==> src/rtl/irq_router_pkg.sv <==
package irq_router_pkg;

    localparam int NSRC   = 32;
    localparam int LVL_W  = 4;
    localparam int NLVL   = 1 << LVL_W;
    localparam int DATA_W = 32;
    localparam int ADDR_W = 3;

    // Disable-mask bits that software writes cannot change.
    localparam logic [DATA_W-1:0] LOCK_MASK = 32'h4FB2007F;
    // Reset value of the disable mask.
    localparam logic [DATA_W-1:0] DIS_RESET = ~32'hFFB2007F;
    // Bit that gates all delivery when set in the disable mask.
    localparam int GLOBAL_OFF_BIT = 31;

    typedef enum logic [ADDR_W-1:0] {
        OFF_PEND   = 3'd0,
        OFF_DIS    = 3'd1,
        OFF_ENABLE = 3'd2,
        OFF_SETDIS = 3'd3,
        OFF_TARGET = 3'd4
    } reg_off_e;

    // Fixed priority level of each interrupt line; 0 marks an unused line.
    function automatic logic [LVL_W-1:0] line_level(input int idx);
        logic [LVL_W-1:0] l;
        case (idx)
            0:  l = 4'd2;   1:  l = 4'd3;   2:  l = 4'd5;   3:  l = 4'd7;
            4:  l = 4'd9;   5:  l = 4'd11;  6:  l = 4'd0;   7:  l = 4'd14;
            8:  l = 4'd3;   9:  l = 4'd5;   10: l = 4'd7;   11: l = 4'd9;
            12: l = 4'd11;  13: l = 4'd13;  14: l = 4'd12;  15: l = 4'd12;
            16: l = 4'd6;   17: l = 4'd0;   18: l = 4'd4;   19: l = 4'd10;
            20: l = 4'd8;   21: l = 4'd0;   22: l = 4'd11;  23: l = 4'd0;
            28: l = 4'd15;  30: l = 4'd15;
            default: l = 4'd0;
        endcase
        return l;
    endfunction

endpackage

==> src/rtl/irq_line_capture.sv <==
module irq_line_capture
    import irq_router_pkg::*;
#(
    parameter int NCPU  = 16,
    localparam int CPU_W = $clog2(NCPU)
) (
    input  logic                     clk,
    input  logic                     rst_n,
    input  logic [NSRC-1:0]          src_i,
    input  logic [CPU_W-1:0]         tgt_i,
    input  logic [NSRC-1:0]          pend_clr_i,
    output logic [NSRC-1:0]          pend_o,
    output logic [NCPU*NLVL-1:0]     word_o
);

    typedef struct packed {
        logic [NSRC-1:0]            src;
        logic [NSRC-1:0]            pend;
        logic [NCPU-1:0][NLVL-1:0]  word;
    } cap_t;

    cap_t cap_d, cap_q;

    always_comb begin
        cap_d     = cap_q;
        cap_d.src = src_i;
        for (int i = 0; i < NSRC; i++) begin
            if (line_level(i) != '0 && src_i[i] != cap_q.src[i]) begin
                cap_d.pend[i]                         = src_i[i];
                cap_d.word[tgt_i][line_level(i)]      = src_i[i];
            end
        end
        cap_d.pend = cap_d.pend & ~pend_clr_i;
    end

    always_ff @(posedge clk) begin
        if (!rst_n) begin
            cap_q <= '0;
        end else begin
            cap_q <= cap_d;
        end
    end

    assign pend_o = cap_q.pend;
    assign word_o = cap_q.word;

endmodule

==> src/rtl/irq_reg_file.sv <==
module irq_reg_file
    import irq_router_pkg::*;
#(
    parameter int NCPU  = 16,
    localparam int CPU_W = $clog2(NCPU)
) (
    input  logic               clk,
    input  logic               rst_n,
    input  logic               req_i,
    input  logic               we_i,
    input  logic [ADDR_W-1:0]  addr_i,
    input  logic [DATA_W-1:0]  wdata_i,
    input  logic [NSRC-1:0]    pend_i,
    output logic [NSRC-1:0]    dis_o,
    output logic [CPU_W-1:0]   tgt_o,
    output logic [NSRC-1:0]    pend_clr_o,
    output logic [DATA_W-1:0]  rdata_o
);

    typedef struct packed {
        logic [NSRC-1:0]   dis;
        logic [CPU_W-1:0]  tgt;
        logic [DATA_W-1:0] rdata;
    } regs_t;

    regs_t regs_d, regs_q;
    logic  wr, rd;
    logic [DATA_W-1:0] wmask;

    assign wr    = req_i && we_i;
    assign rd    = req_i && !we_i;
    assign wmask = wdata_i & ~LOCK_MASK;

    always_comb begin
        regs_d       = regs_q;
        regs_d.rdata = '0;
        pend_clr_o   = '0;
        if (wr) begin
            case (addr_i)
                OFF_ENABLE: regs_d.dis = regs_q.dis & ~wmask;
                OFF_SETDIS: begin
                    regs_d.dis = regs_q.dis | wmask;
                    pend_clr_o = wmask;
                end
                OFF_TARGET: regs_d.tgt = wdata_i[CPU_W-1:0];
                default: ;
            endcase
        end
        if (rd) begin
            case (addr_i)
                OFF_PEND:   regs_d.rdata = pend_i & ~(DATA_W'(1) << GLOBAL_OFF_BIT);
                OFF_DIS:    regs_d.rdata = regs_q.dis;
                OFF_TARGET: regs_d.rdata = DATA_W'(regs_q.tgt);
                default:    regs_d.rdata = '0;
            endcase
        end
    end

    always_ff @(posedge clk) begin
        if (!rst_n) begin
            regs_q.dis   <= DIS_RESET;
            regs_q.tgt   <= '0;
            regs_q.rdata <= '0;
        end else begin
            regs_q <= regs_d;
        end
    end

    assign dis_o   = regs_q.dis;
    assign tgt_o   = regs_q.tgt;
    assign rdata_o = regs_q.rdata;

endmodule

==> src/rtl/irq_level_encode.sv <==
module irq_level_encode
    import irq_router_pkg::*;
(
    input  logic [NSRC-1:0]  pend_i,
    input  logic [NSRC-1:0]  dis_i,
    output logic [LVL_W-1:0] level_o
);

    logic [NSRC-1:0] live;

    always_comb begin
        live    = dis_i[GLOBAL_OFF_BIT] ? '0 : (pend_i & ~dis_i);
        level_o = '0;
        for (int i = 0; i < NSRC; i++) begin
            if (live[i] && line_level(i) > level_o) begin
                level_o = line_level(i);
            end
        end
    end

endmodule

==> src/rtl/sys_irq_router.sv <==
module sys_irq_router
    import irq_router_pkg::*;
#(
    parameter int NCPU  = 16,
    localparam int CPU_W = $clog2(NCPU)
) (
    input  logic                   clk,
    input  logic                   rst_n,
    input  logic [31:0]            src_i,
    input  logic                   req_i,
    input  logic                   we_i,
    input  logic [2:0]             addr_i,
    input  logic [31:0]            wdata_i,
    output logic [31:0]            rdata_o,
    output logic [NCPU*4-1:0]      cpu_level_o,
    output logic [NCPU*16-1:0]     tgt_word_o
);

    logic [NSRC-1:0]  pend, dis, pend_clr;
    logic [CPU_W-1:0] tgt;
    logic [LVL_W-1:0] top_level;

    logic [NCPU-1:0][LVL_W-1:0] lane_d, lane_q;

    irq_reg_file #(.NCPU(NCPU)) u_regs (
        .clk        (clk),
        .rst_n      (rst_n),
        .req_i      (req_i),
        .we_i       (we_i),
        .addr_i     (addr_i),
        .wdata_i    (wdata_i),
        .pend_i     (pend),
        .dis_o      (dis),
        .tgt_o      (tgt),
        .pend_clr_o (pend_clr),
        .rdata_o    (rdata_o)
    );

    irq_line_capture #(.NCPU(NCPU)) u_cap (
        .clk        (clk),
        .rst_n      (rst_n),
        .src_i      (src_i),
        .tgt_i      (tgt),
        .pend_clr_i (pend_clr),
        .pend_o     (pend),
        .word_o     (tgt_word_o)
    );

    irq_level_encode u_enc (
        .pend_i  (pend),
        .dis_i   (dis),
        .level_o (top_level)
    );

    always_comb begin
        for (int c = 0; c < NCPU; c++) begin
            lane_d[c] = (CPU_W'(c) == tgt) ? top_level : '0;
        end
    end

    always_ff @(posedge clk) begin
        if (!rst_n) begin
            lane_q <= '0;
        end else begin
            lane_q <= lane_d;
        end
    end

    assign cpu_level_o = lane_q;

endmodule

==> config.mk <==
export PLATFORM = sky130hd
export DESIGN_NAME = sys_irq_router
export DESIGN_NICKNAME = d
export VERILOG_FILES = /design/src/rtl/irq_router_pkg.sv /design/src/rtl/irq_line_capture.sv /design/src/rtl/irq_reg_file.sv /design/src/rtl/irq_level_encode.sv /design/src/rtl/sys_irq_router.sv
export SDC_FILE = /design/constraint.sdc
export NUM_CORES = 1
export LEC_CHECK = 0
export ABC_AREA = 0
export BUFFER_PORTS_ARGS = -buffer_cell sky130_fd_sc_hd__buf_2
export CAP_MARGIN = 10
export CORE_UTILIZATION = 55
export DETAILED_ROUTE_END_ITERATION = 8
export PLACE_DENSITY = 0.88
export REMOVE_ABC_BUFFERS = 1
export SYNTH_ARGS = -nofsm -noshare
export SYNTH_HDL_FRONTEND = slang
export SYNTH_SLANG_ARGS = --single-unit
==> constraint.sdc <==
create_clock -name clk -period 4.8 [get_ports clk]
set_clock_uncertainty 0.15 [all_clocks]
set_input_delay 0.48 -clock clk [delete_from_list [all_inputs] [get_ports clk]]
set_output_delay 0.48 -clock clk [all_outputs]
set_load 0.02 [all_outputs]
==> qor.yml, run 1 <==
flow_run:
  maxCapViolations: 0
setup_path:
  crit_arrival_ns: 3.63
  crit_chain: "or2_1 -> nor4_1 -> nand2_1 -> nor2_1 -> a21oi_1 -> a2111oi_4 -> nor3_1"
  r2r_cells: 7
  cp-start-kind: "register"
  cp.depth: 7
  regToRegSetupSlack_ns: 1.37
  crit_required_ns: 4.99
  worst_setup_path_end_kind: "register"
  r2r-start: "u_cap.pend_o[5]"
  r2r_end: "cpu_level_o[13]"
  crit_type: "register to register"
  crit_buf_inv: 0
  worst_path_dominant_cell_family: "simple AND/OR/NAND/NOR gates"
  worst-path-max-fanout: 16
  slowest_delay_ns: 1.13
  cpMaxStageDelayCell: "a2111oi_4"
detailed_routing:
  drt-vias-per-instance: 5.694
  routed_wirelength_microns: 49560
  ant_nets: 0
  vias: 14331
  wl_per_cell_microns: 19.69
  drc: 0
  drt_first_pass_iters: 7
  drtIter0Drc: 1425
placement:
  place.gp.congestion: 0.8919
  port_buffers: 360
  dpl.hpwl_microns: 32720
floorplan:
  core.rowCount: 63
  initial_core_util: 0.5621
  die-height_microns: 176.5
  core-area_sq_um: 29800
  io-pin-count: 423
  die_w_microns: 176.5
  die-area_sq_um: 31160
sta:
  fmax_mhz: 291.4
  timing.final.crit_period_ns: 3.432
  period_share: 0.7150
  finalSetupTns_ns: 0
  drv_slew: 0
  hold_viol: 0
  finalSetupViolCount: 0
  rsz0062_at_grt: "no"
  max_slew_margin: 0.1746
  tightest_slew_ns: 1.238
global_routing:
  grt_usage: 0.3055
  first_global_vias: 13294
  antenna_found_initial: 9
  grt_pass1_wl_microns: 73970
  grt_max_degree: 167
  grt_overflow_total: 0
min_path:
  hold_end: "u_cap.cap_q[302]"
  hp-start: "src_i[14]"
  min-delay-path-class: "primary input to register"
  min_path_cells: 2
clocking:
  cts-root-buf: "clkbuf_16"
  clkSlewWorstSetupHoldPaths_ns: 0.06
  post_cts_buffers: 0
  htreeDepth: 2
  cts_tree: "done"
  insertion_delay_ns: 0.52
  cts_resized: 0
  cts_sinks: 377
  cts_buffer_depth: 3
  cts_hold_buf: 0
  numCtsBuffers: 39
cells_and_area:
  nNetsFinal: 2163
  mostFrequentLayoutCells: "dfxtp_1, buf_2, o21ai_0"
  layout-drive-gt1-share: 0.2128
  area_growth_pct: 9.061
  nFillCells: 2474
  mostFrequentLayoutCell: "dfxtp_1"
power:
  peakVddDrop_v: 0.0002393
  p_leak_nw: 7.954
  total_power_mw: 6.797
  power_density_nw_per_um2: 372.1
synth:
  synth_edf_count: 0
  syn-cell-area_sq_um: 16750
  ys_seq_elements: 377
  synth_top_cell_by_area: "dfxtp_1"
  yosysUniqueCellTypes: 51
  seq_area_frac_synth: 0.4506
  yosysWarningCount: 0
  synthAdderAreaFrac: 0.01614
  synthTopCellsByArea: "dfxtp_1, buf_4, o21ai_0"
  syn_area_per_cell_sq_um: 8.296
  yosys.area_share.simple: 0.1596
  synth-compound-area-share: 0.2133
  synthFlopType: "dfxtp_1"
  synth_top_family_by_area: "compound AO/OA/AOI/OAI gates"
  synth-async-reset-ratio: 0
  synthXorXnorAreaFrac: 0.004183
  synth_cells: 2019
  synth_top_cell_area_share: 0.4506
  synthMuxAreaShare: 0.004781
outcome:
  status: "finished, final reports clean"
Yosys cell counts (all sizes together), types with 2 or more instances:
library cell	instances
xnor2	3
a31oi	3
a21o	2
nor3b	6
and3	18
a21boi	195
a22oi	32
dfxtp	377
mux2i	8
nor2	225
a2bb2oi	2
o21ai	309
buf	271
maj3	27
xor2	5
nor2b	40
inv	26
a311oi	2
nor3	33
nand2	208
nor4	6
a31o	2
nand3	22
nand4	2
a21oi	22
and2	36
o211ai	2
nand2b	7
clkbuf	111
metal layers:
metal / wire, microns / vias up / part of all wire / global-route usage
met1: 19370 / 6738 / 0.39 / 0.3736
met4: 2679 / 0 / 0.054 / 0.1735
met5: 0 / - / 0 / 0
met2: 22880 / 800 / 0.46 / 0.4900
li1: - / 6626 / - / -
met3: 4638 / 167 / 0.094 / 0.07472
cell families (layout without fill, tap and decap cells):
| group | after synthesis | after routing |
|---|---|---|
| mux | 8 | 8 |
| fa+ha+maj | 27 | 27 |
| flops | 377 | 377 |
| buf+inv | 408 | 469 |
| other cells | 1 | 48 |
| compound gates | 581 | 581 |
| xor+xnor | 8 | 8 |
| simple gates | 609 | 609 |
registers in the layout, indices dropped and copies added, names as in the netlist:
name	flops
cpu_level_o	64
u_regs.rdata_o	24
u_cap.cap_q	22
u_regs.tgt_o	4
u_regs.dis_o	16
u_cap.pend_o	23
u_cap.word_o	224
through the flow:
stage	worst slack, ns	instance area, sq um	hold slack (ns)	std cells	utilization
floorplan	2.116	14460	0.2931	1676	-
finish	1.368	18270	0.05390	2517	0.6131
detailed placement	1.453	16940	0.3154	2439	0.5684
global route	1.198	18260	0.07161	2514	0.6128
global placement	1.541	16940	0.2991	2439	0.5684
CTS	1.446	18230	0.03551	2507	0.6118
worst max path at each step:
stage / start / end / slack [ns]
3_5_place_dp: u_cap.pend_o[5] / cpu_level_o[33] / 1.45
6_report: u_cap.pend_o[5] / cpu_level_o[13] / 1.37
5_1_grt: u_cap.pend_o[5] / cpu_level_o[45] / 1.20
4_1_cts: u_cap.pend_o[5] / cpu_level_o[33] / 1.45
3_3_place_gp: u_cap.pend_o[5] / cpu_level_o[33] / 1.54
2_1_floorplan: u_cap.pend_o[5] / cpu_level_o[13] / 2.12
where the power goes:
group	total [mW]	internal, mW	switching [mW]
sequential	3.23	3.18	0.0545
combinational	0.504	0.153	0.351
clock	3.06	1.83	1.23
total	6.80	5.16	1.64
cell type report:
type | instances | area [sq um] | area share
Sequential cell | 377 | 7547 | 0.4132
Multi-Input combinational cell | 1273 | 6885 | 0.3769
Timing Repair Buffer | 375 | 1937 | 0.1060
Clock buffer | 56 | 1152 | 0.06308
Tap cell | 390 | 488.0 | 0.02671
Clock inverter | 12 | 140.1 | 0.007671
Inverter | 26 | 97.59 | 0.005342
Antenna cell | 8 | 20.02 | 0.001096
Note: power is estimated with default switching activity, not from simulation.
==> inputs of run 2 (changes only) <==
--- a/config.mk
+++ b/config.mk
@@ -5,12 +5,12 @@
 export SDC_FILE = /design/constraint.sdc
 export NUM_CORES = 1
 export LEC_CHECK = 0
-export ABC_AREA = 0
+export ABC_AREA = 1
 export BUFFER_PORTS_ARGS = -buffer_cell sky130_fd_sc_hd__buf_2
 export CAP_MARGIN = 10
-export CORE_UTILIZATION = 55
+export CORE_UTILIZATION = 48
 export DETAILED_ROUTE_END_ITERATION = 8
-export PLACE_DENSITY = 0.88
+export PLACE_DENSITY = 0.83
 export REMOVE_ABC_BUFFERS = 1
 export SYNTH_ARGS = -nofsm -noshare
 export SYNTH_HDL_FRONTEND = slang
==> constraint.sdc (replaced) <==
create_clock -name clk -period 2.8 [get_ports clk]
set_clock_uncertainty 0.15 [all_clocks]
set_input_delay 0.28 -clock clk [delete_from_list [all_inputs] [get_ports clk]]
set_output_delay 0.28 -clock clk [all_outputs]
set_load 0.02 [all_outputs]
==> run 2 against run 1 <==
Compared with the run above:
- maximum frequency up 29%
- synthesized cell count down 6.6%
- clock power up 80%
- cell area about the same
- flip-flop and latch count unchanged
- utilization down 4.1 points
- setup slack worse by 1.2 ns
- combinational power up 130%
- via count down 2.9%
- critical path type unchanged
- highest routed layer unchanged
==> qor.yml, run 2 <==
clocking:
  cts_buffer_depth: 3  # unchanged
  cts-root-buf: "clkbuf_16"
  insertion_delay_ns: 0.53  # about the same
  htreeDepth: 2  # unchanged
  numCtsBuffers: 39  # unchanged
  cts_tree: "done"
  clkSlewWorstSetupHoldPaths_ns: 0.06  # about the same
  cts_sinks: 377  # unchanged
global_routing:
  grt_overflow_total: 0  # unchanged
  first_global_vias: 13429  # +1.0%
  grt_usage: 0.2771  # -0.02839
  grt_pass1_wl_microns: 72790  # -1.6%
  grt_max_degree: 110  # -34%
  antenna_found_initial: 3  # -6
detailed_routing:
  wl_per_cell_microns: 19.03  # -3.3%
  ant_nets: 0  # unchanged
  drc: 0  # unchanged
  drtIter0Drc: 1217  # -15%
  drt_first_pass_iters: 6  # -1
  routed_wirelength_microns: 48230  # -2.7%
  drt-vias-per-instance: 5.492  # -3.5%
  m1WireLength_microns: 18580  # -4.1%
  top_layer_used: "met4"
  vias: 13917  # -2.9%
  wl_met2_microns: 22760  # -0.49%
  met3_length_microns: 4742  # +2.2%
sta:
  tightest_slew_ns: 1.324  # +0.08635 ns
  max_slew_margin: 0.1154  # -0.05919
  drv_slew: 0  # unchanged
  period_share: 0.9478  # +0.2328
  fmax_mhz: 376.8  # +29%
  hold_viol: 0  # unchanged
  finalSetupViolCount: 0  # unchanged
  timing.final.crit_period_ns: 2.654  # -0.7782 ns
  finalSetupTns_ns: 0  # unchanged
synth:
  syn-cell-area_sq_um: 15710  # -6.2%
  synth-async-reset-ratio: 0  # unchanged
  syn_area_per_cell_sq_um: 8.332  # +0.43%
  synth_most_common_cell: "dfxtp_1"
  synthFlopType: "dfxtp_1"
  ys_seq_elements: 377  # unchanged
  synth_common_cells: "dfxtp_1, buf_4, inv_1, nand2_1, a21oi_1"
  synth_top_cell_area_share: 0.4803  # +0.02971
  synth_edf_count: 0  # unchanged
  synthTopCellsByArea: "dfxtp_1, buf_4, a211oi_1"
  yosysUniqueCellTypes: 37  # -27%
  seq_area_frac_synth: 0.4803  # +0.02971
  synth_cells: 1886  # -6.6%
  synth_top_cell_by_area: "dfxtp_1"
  yosysWarningCount: 0  # unchanged
outcome:
  status: "finished, final reports clean"
floorplan:
  core-area_sq_um: 31880  # +7.0%
  die-area_sq_um: 33470  # +7.4%
  die_w_microns: 182.9  # +3.6%
  die-height_microns: 182.9  # +3.6%
  initial_core_util: 0.4929  # -0.06925
  io-pin-count: 423  # unchanged
  core.rowCount: 65  # +3.2%
cells_and_area:
  area_growth_pct: 16.15
  layout-drive-gt1-share: 0.2457  # +0.03287
  nNetsFinal: 2137  # -1.2%
  largest_reg_flops: 224  # unchanged
  mostFrequentLayoutCell: "dfxtp_1"
  post-route-util: 0.5725  # -0.04060
  instances_no_fill: 2534  # +0.68%
  mostFrequentLayoutCells: "dfxtp_1, buf_2, inv_1"
setup_path:
  crit_type: "register to register"
  worst-path-max-fanout: 10  # -6
  crit_required_ns: 3.11  # -1.88 ns
  worst_setup_path_end_kind: "register"
  cp-start-kind: "register"
  crit_arrival_ns: 2.97  # -0.66 ns
placement:
  dp.cells: 2413  # -1.1%
  port_buffers: 360  # unchanged
  place.gp.congestion: 0.9492  # +6.4%
  dpl.hpwl_microns: 32550  # -0.55%
power:
  power_density_nw_per_um2: 666.7  # +79%
  p_leak_nw: 8.848  # +11%
  peakVddDrop_v: 0.0004387  # +83%
flow_run:
  maxCapViolations: 0  # unchanged
min_path:
  min-delay-path-class: "primary input to register"
[run 2: cell count changes in the layout (fill, tap and decap cells not counted), moves of 40 or more]
| cell | change |
|---|---|
| dlygate4sd3_1 | +42 |
| a21oi_1 | +127 |
| a21boi_0 | -195 |
| nor2_1 | -104 |
| nand2_1 | -44 |
| inv_1 | +191 |
| a211oi_1 | +113 |
| buf_4 | +40 |
| nor2b_1 | -40 |
| o21ai_0 | -185 |
| o211ai_1 | +79 |
[run 2: per-stage QoR]
stage | total power, mW | hold WS [ns] | area (sq um) | setup WS, ns
2_1_floorplan | 6.172 | 0.2146 | 13480 | -1.457
3_3_place_gp | 6.601 | 0.2720 | 16320 | 0.2278
3_5_place_dp | 6.635 | 0.2921 | 16320 | -0.01245
4_1_cts | 12.13 | 0.007978 | 18140 | 0.06358
5_1_grt | 12.51 | 0.05228 | 18250 | -0.04062
6_report | 12.17 | 0.04190 | 18250 | 0.1463
[run 2: critical path, stage by stage, from the launching register on]
cell and delay [ns]:
dfxtp_2 0.37, clkinv_4 0.13, nand2_1 0.15, nand2_2 0.10, nor2_1 0.13, nand2_1 0.11
nand3_1 0.09, nand3_1 0.12, nand2_1 0.11, nand2_1 0.06, nand2_1 0.09, nand2_1 0.09
nand2_1 0.11, nand2_2 0.07, nand2_2 0.13, nand3_2 0.16, buf_12 0.17, nand3_4 0.13
nand2_1 0.07, inv_1 0.06
[run 2: cell families after synthesis]
family          synth area share
xor+xnor               0.0005575
simple gates              0.1093
buf+inv                   0.2079
other cells            0.0002386
flops                     0.4803
compound gates            0.2017
[run 2: repair_timing]
action	4_1_cts	5_1_grt
buffers inserted	1	3
hold endpoints to repair	62	0
hold buffers	42	0
gates resized for setup	1	16
endpoints found under the setup margin	12	48
gates cloned	0	1
pin swaps	0	2
[run 2: final cells by class]
cell class	count	area, sq um
Multi-Input combinational cell	952	5174
Inverter	237	899.6
Antenna cell	3	7.507
Clock buffer	57	1166
Tap cell	435	544.3
Sequential cell	377	7548
Clock inverter	14	210.2
Fill cell	2678	13630
Timing Repair Buffer	459	2701
[run 2: path summary, 6_finish.rpt]
kind | from | end | slack, ns | depth (start not counted)
worst min register to register | u_regs.dis_o[15] | u_regs.dis_o[15] | 0.34 | 2
worst max-delay path | u_regs.dis_o[31] | cpu_level_o[62] | 0.15 | 19
worst max register to register | u_regs.dis_o[31] | cpu_level_o[62] | 0.15 | 19
worst min-delay path | addr_i[2] | u_regs.dis_o[31] | 0.04 | 4
[run 2: power by group]
part,internal (mW),switching (mW)
sequential,5.46,0.0612
clock,3.36,2.14
combinational,0.315,0.822
total,9.14,3.03
[run 2: routing by layer]
| metal | GRT usage | vias up |
|---|---|---|
| met3 | 0.06176 | 170 |
| met2 | 0.4656 | 865 |
| met5 | 0 | - |
| met4 | 0.1343 | 0 |
| met1 | 0.3351 | 6503 |
| li1 | - | 6379 |
